**src/rtl/sp_nanq_pkg.sv**
```systemverilog
package sp_nanq_pkg;

  typedef enum logic [2:0] {
    CLS_ZERO   = 3'd0,
    CLS_DENORM = 3'd1,
    CLS_NORMAL = 3'd2,
    CLS_INF    = 3'd3,
    CLS_QNAN   = 3'd4,
    CLS_SNAN   = 3'd5
  } sp_class_e;

  typedef struct packed {
    sp_class_e cls;
    logic      is_nan;
    logic      is_snan;
    logic      invalid;
  } sp_flags_t;

  localparam int FLAGS_W = $bits(sp_flags_t);

endpackage

```
**src/rtl/sp_field_decode.sv**
```systemverilog
module sp_field_decode
  import sp_nanq_pkg::*;
#(
  parameter int EXP_W  = 8,
  parameter int FRAC_W = 23,
  localparam int MAG_W = EXP_W + FRAC_W
) (
  input  logic [MAG_W-1:0] mag,
  output sp_class_e        cls,
  output logic             is_nan,
  output logic             is_snan,
  output logic             rest_zero
);

  logic [EXP_W-1:0]  exp_f;
  logic [FRAC_W-1:0] frac_f;
  logic              exp_max, exp_min, frac_zero, top_bit;

  assign exp_f     = mag[MAG_W-1:FRAC_W];
  assign frac_f    = mag[FRAC_W-1:0];
  assign exp_max   = &exp_f;
  assign exp_min   = ~|exp_f;
  assign frac_zero = ~|frac_f;
  assign top_bit   = frac_f[FRAC_W-1];

  generate
    if (FRAC_W > 1) begin : g_rest
      assign rest_zero = ~|frac_f[FRAC_W-2:0];
    end else begin : g_norest
      assign rest_zero = 1'b1;
    end
  endgenerate

  always_comb begin
    if (exp_min)            cls = frac_zero ? CLS_ZERO : CLS_DENORM;
    else if (!exp_max)      cls = CLS_NORMAL;
    else if (frac_zero)     cls = CLS_INF;
    else if (top_bit)       cls = CLS_SNAN;
    else                    cls = CLS_QNAN;
  end

  assign is_nan  = (cls >= CLS_QNAN);
  assign is_snan = (cls == CLS_SNAN);

endmodule

```
**src/rtl/sp_nan_quiet.sv**
```systemverilog
module sp_nan_quiet #(
  parameter int EXP_W  = 8,
  parameter int FRAC_W = 23,
  localparam int W     = 1 + EXP_W + FRAC_W
) (
  input  logic [W-1:0] val,
  input  logic         trap_en,
  input  logic         is_snan,
  input  logic         rest_zero,
  output logic [W-1:0] result,
  output logic         invalid
);

  localparam logic [W-1:0] DEFAULT_NAN =
    {1'b0, {EXP_W{1'b1}}, 1'b0, {(FRAC_W-1){1'b1}}};
  localparam logic [W-1:0] TOP_MASK = ~(W'(1) << (FRAC_W-1));

  logic [W-1:0] cleared;

  assign cleared = val & TOP_MASK;
  assign invalid = is_snan;

  always_comb begin
    result = val;
    if (is_snan && !trap_en) begin
      result = rest_zero ? DEFAULT_NAN : cleared;
    end
  end

endmodule

```
**src/rtl/sp_out_stage.sv**
```systemverilog
module sp_out_stage #(
  parameter int PW = 38
) (
  input  logic          clk,
  input  logic          rst_n,
  input  logic          in_valid,
  output logic          in_ready,
  input  logic [PW-1:0] in_payload,
  output logic          out_valid,
  input  logic          out_ready,
  output logic [PW-1:0] out_payload
);

  logic          vld_q;
  logic [PW-1:0] pay_q;
  logic          take;

  assign in_ready    = !vld_q || out_ready;
  assign take        = in_valid && in_ready;
  assign out_valid   = vld_q;
  assign out_payload = pay_q;

  always_ff @(posedge clk) begin
    if (!rst_n) begin
      vld_q <= 1'b0;
      pay_q <= '0;
    end else begin
      if (take) begin
        vld_q <= 1'b1;
        pay_q <= in_payload;
      end else if (out_ready) begin
        vld_q <= 1'b0;
      end
    end
  end

endmodule

```
**src/rtl/sp_nan_quiet_unit.sv**
```systemverilog
module sp_nan_quiet_unit
  import sp_nanq_pkg::*;
#(
  parameter int EXP_W  = 8,
  parameter int FRAC_W = 23,
  localparam int W     = 1 + EXP_W + FRAC_W
) (
  input  logic         clk,
  input  logic         rst_n,
  input  logic         in_valid,
  output logic         in_ready,
  input  logic [W-1:0] in_data,
  input  logic         trap_en,
  output logic         out_valid,
  input  logic         out_ready,
  output logic [W-1:0] out_data,
  output logic [2:0]   out_class,
  output logic         out_is_nan,
  output logic         out_is_snan,
  output logic         out_invalid
);

  localparam int PW = FLAGS_W + W;

  sp_class_e    cls;
  logic         is_nan, is_snan, rest_zero, invalid;
  logic [W-1:0] result;
  sp_flags_t    flags_d, flags_q;
  logic [PW-1:0] pay_d, pay_q;

  sp_field_decode #(.EXP_W(EXP_W), .FRAC_W(FRAC_W)) u_decode (
    .mag       (in_data[W-2:0]),
    .cls       (cls),
    .is_nan    (is_nan),
    .is_snan   (is_snan),
    .rest_zero (rest_zero)
  );

  sp_nan_quiet #(.EXP_W(EXP_W), .FRAC_W(FRAC_W)) u_quiet (
    .val       (in_data),
    .trap_en   (trap_en),
    .is_snan   (is_snan),
    .rest_zero (rest_zero),
    .result    (result),
    .invalid   (invalid)
  );

  always_comb begin
    flags_d.cls     = cls;
    flags_d.is_nan  = is_nan;
    flags_d.is_snan = is_snan;
    flags_d.invalid = invalid;
  end

  assign pay_d = {flags_d, result};

  sp_out_stage #(.PW(PW)) u_out (
    .clk         (clk),
    .rst_n       (rst_n),
    .in_valid    (in_valid),
    .in_ready    (in_ready),
    .in_payload  (pay_d),
    .out_valid   (out_valid),
    .out_ready   (out_ready),
    .out_payload (pay_q)
  );

  assign flags_q     = sp_flags_t'(pay_q[PW-1:W]);
  assign out_data    = pay_q[W-1:0];
  assign out_class   = flags_q.cls;
  assign out_is_nan  = flags_q.is_nan;
  assign out_is_snan = flags_q.is_snan;
  assign out_invalid = flags_q.invalid;

endmodule

```
**config.mk**
```make
export PLATFORM = sky130hd
export DESIGN_NAME = sp_nan_quiet_unit
export DESIGN_NICKNAME = d
export VERILOG_FILES = /design/src/rtl/sp_nanq_pkg.sv /design/src/rtl/sp_field_decode.sv /design/src/rtl/sp_nan_quiet.sv /design/src/rtl/sp_out_stage.sv /design/src/rtl/sp_nan_quiet_unit.sv
export SDC_FILE = /design/constraint.sdc
export NUM_CORES = 1
export LEC_CHECK = 0
export BUFFER_PORTS_ARGS = -buffer_cell sky130_fd_sc_hd__buf_2
export CORE_MARGIN = 4
export CORE_UTILIZATION = 40
export DETAILED_ROUTE_END_ITERATION = 16
export MAX_ROUTING_LAYER = met4
export PLACE_DENSITY_LB_ADDON = 0.12
export SYNTH_ARGS = -nofsm -noshare
export SYNTH_HDL_FRONTEND = slang
export SYNTH_HIERARCHICAL = 1
export SYNTH_SLANG_ARGS = --single-unit
```
**constraint.sdc**
```tcl
create_clock -name clk -period 3.55 [get_ports clk]
set_clock_uncertainty 0.1 [all_clocks]
set_input_delay 0.355 -clock clk [delete_from_list [all_inputs] [get_ports clk]]
set_output_delay 0.355 -clock clk [all_outputs]
set_load 0.01 [all_outputs]
```
==> summary.txt <==
Critical path
  – CP Max Fanout: 31
  – Critical path's slowest cell: nand3b_4
  – Setup Crit Path Kind: input port to register
  – Largest stage delay, worst path: 0.33 ns
  – Setup crit end kind: register
  – Critical path arrival: 1.97 ns
  – CP cell instances: buf_2 -> nor4_2 -> nand4_1 -> nor2_1 -> nand3b_4 -> and2_4 -> nand2_1 -> mux2i_1
  – Startpoint Class: input port
  – CP required: 3.60 ns

Detailed routing
  – DRC violation total after the first TritonRoute iteration: between 70 and 80
  – Router iterations before antenna repair: 4
  – Post-DR vias/cell: 4.53
  – Detail Route Antenna Nets: 0
  – Total wire length: between 4 and 5 mm
  – Via count: 1648
  – Routed len/inst: around 12 um
  – Drc violations: 0

Place
  – Detail Placement HPWL: just over 3 mm
  – Dpl ws: around 1.3 ns
  – Port Buf Inserts: 76
  – Routability cong.: ~0.7

CTS
  – Clk root buf: clkbuf_8
  – # resized after CTS: 0
  – Total clock sinks: 39
  – CTS tree: built
  – Post-CTS setup buffer count: 0
  – Clk buf depth: 2
  – Skew-Pair Late Insertion Delay: 0.28 ns
  – Cts hold-fix bufs: 0
  – Clk slew on worst S/H paths: 0.07 ns
  – Number of buffers created by CTS: 5
  – H-tree levels: 2

Cells and area
  – N_diodes: 0
  – Most common cell after layout, fill and taps aside: nand2_1
  – Syn-to-layout area delta: 21.8%
  – Most frequent cells in the layout: 77 x nand2_1, 76 x buf_2, 39 x dfxtp_1
  – Nets: 333
  – Share of cells above drive strength 1: 31.3%

Pwr
  – Lkg Pwr: 1.23 nW
  – Pwr Total: 0.912 mW
  – P per Cell Area: 377 nW/um^2
  – Peak VDD IR: 0.000262 V

Synthesis
  – Synth Register Bits: 39
  – Synth Instances: 230
  – Synth unique cells: 23
  – Post-Syn Area: between 1500 and 2000 um^2
  – Average cell area after synthesis: 8.63 um^2
  – Sequential element share of the synthesized area: approximately two fifths
  – Synthesized Nets: 267
  – YS warnings: 6

Outcome
  – Status: finished clean

Hold path
  – Hold Path Class: input port to register

STA
  – RSZ-0062 raised after global routing: no
  – Min cycle time layout: 1.91 ns
  – Fin crit share: between 50% and 60%
  – Finish-stage setup viols: 0
  – Max Transition Viols Final: 0
  – TNS Setup: 0 ns
  – Fmax: around 520 MHz
  – Setup WS post-layout: 1.64 ns
  – Headroom to the max-slew limit: 37.0%
  – Final-report hold violation count: 0
  – Slew @ Worst Pin: 0.945 ns

Global route
  – First-pass GRT wire length: 7.00 mm
  – Total gr overflow: 0
  – Total GRT Usage: between 10% and 20%
  – Initial antenna violation count: 0
  – Vias in the first global route: 1506
  – Largest net degree at the start of global routing: slightly below 60

Run
  – Max_cap viols: 0

Floorplanning
  – Die height: 78.4 um
  – I/O Pins: 77
  – Row cnt: 25
  – Core footprint: 4750 um^2
  – Chip Width: 78.4 um
  – Die Area: slightly above 6000 um^2
  – Starting Density: a little over two fifths
## state kept, by name, summed over array words and instances (netlist names)
| register | count |
|---|---|
| u_out/out_payload | 38 |
| u_out/out_valid | 1 |
## critical path: cells and delay by family
family | cells | cell delay, ns
buffers and inverters | 1 | 0.11
muxes | 1 | 0.06
and+or+nand+nor | 6 | 1.44
## per-stage QoR
step / area, um^2 / hold WS [ns] / std cells / utilization (%)
detailed placement: 2330 / 0.344 / 356 / 49.1
finish: 2420 / 0.225 / 364 / 50.8
floorplan: 1980 / 0.379 / 230 / -
CTS: 2420 / 0.213 / 364 / 50.8
global placement: 2330 / 0.341 / 356 / 49.1
global route: 2420 / 0.248 / 364 / 50.8
## final timing paths
kind / start / end / slack, ns / depth (start not counted)
worst min-delay path: in_valid / u_out/out_valid / 0.23 / 3
worst max register to register: u_out/out_valid / u_out/out_payload[21] / 2.10 / 3
worst max-delay path: in_data[16] / u_out/out_payload[31] / 1.64 / 8
worst min register to register: u_out/out_payload[17] / u_out/out_payload[17] / 0.35 / 2
## layer usage
layer	up-vias	track usage, %	share of wire, %
met5	-	-	0
met4	0	4.72	1.2
met3	5	4.70	6.8
met2	52	21.4	43
met1	711	19.5	49
li1	880	-	-
## cells by family after synthesis
| kind of cell | share of synthesized area (%) |
|---|---|
| AOI/OAI and AO/OA | 2.14 |
| and+or+nand+nor | 32.9 |
| DFF | 39.3 |
| buffers and inverters | 6.49 |
| muxes | 19.2 |
## synthesized netlist by cell type
library cell,number,area (um^2)
inv_1,2,7.51
nand2b_4,1,13.8
nand4_1,3,18.8
clkbuf_1,6,22.5
buf_6,5,56.3
mux2i_1,38,380
and2_1,1,6.26
nor2_1,4,15.0
o32a_1,1,10.0
a21boi_0,2,15.0
o31a_2,1,10.0
nand2b_1,30,188
nor2_2,1,6.26
o21a_1,1,7.51
or4_1,2,15.0
buf_2,4,20.0
nor4_2,4,50.1
nor4_1,2,12.5
buf_4,3,22.5
nand2_1,77,289
and2_4,2,17.5
dfxtp_1,39,781
nand3b_4,1,20.0
## power breakdown
group	switching (mW)	total, mW	internal (mW)
clock network	0.147	0.284	0.138
logic	0.0803	0.152	0.0716
registers	0.0121	0.475	0.463
total	0.239	0.912	0.673
## final cells by class
class                   count  area (um^2)
clock buffers               7         76.3
clock inverters             1         5.00
fillers                   501         2340
inverters                   2         7.51
multi-input cells         171         1070
flip-flops and latches     39          781
well taps                  67         83.8
repair buffers             77          388
No activity file was read; power rests on OpenSTA's default activity.
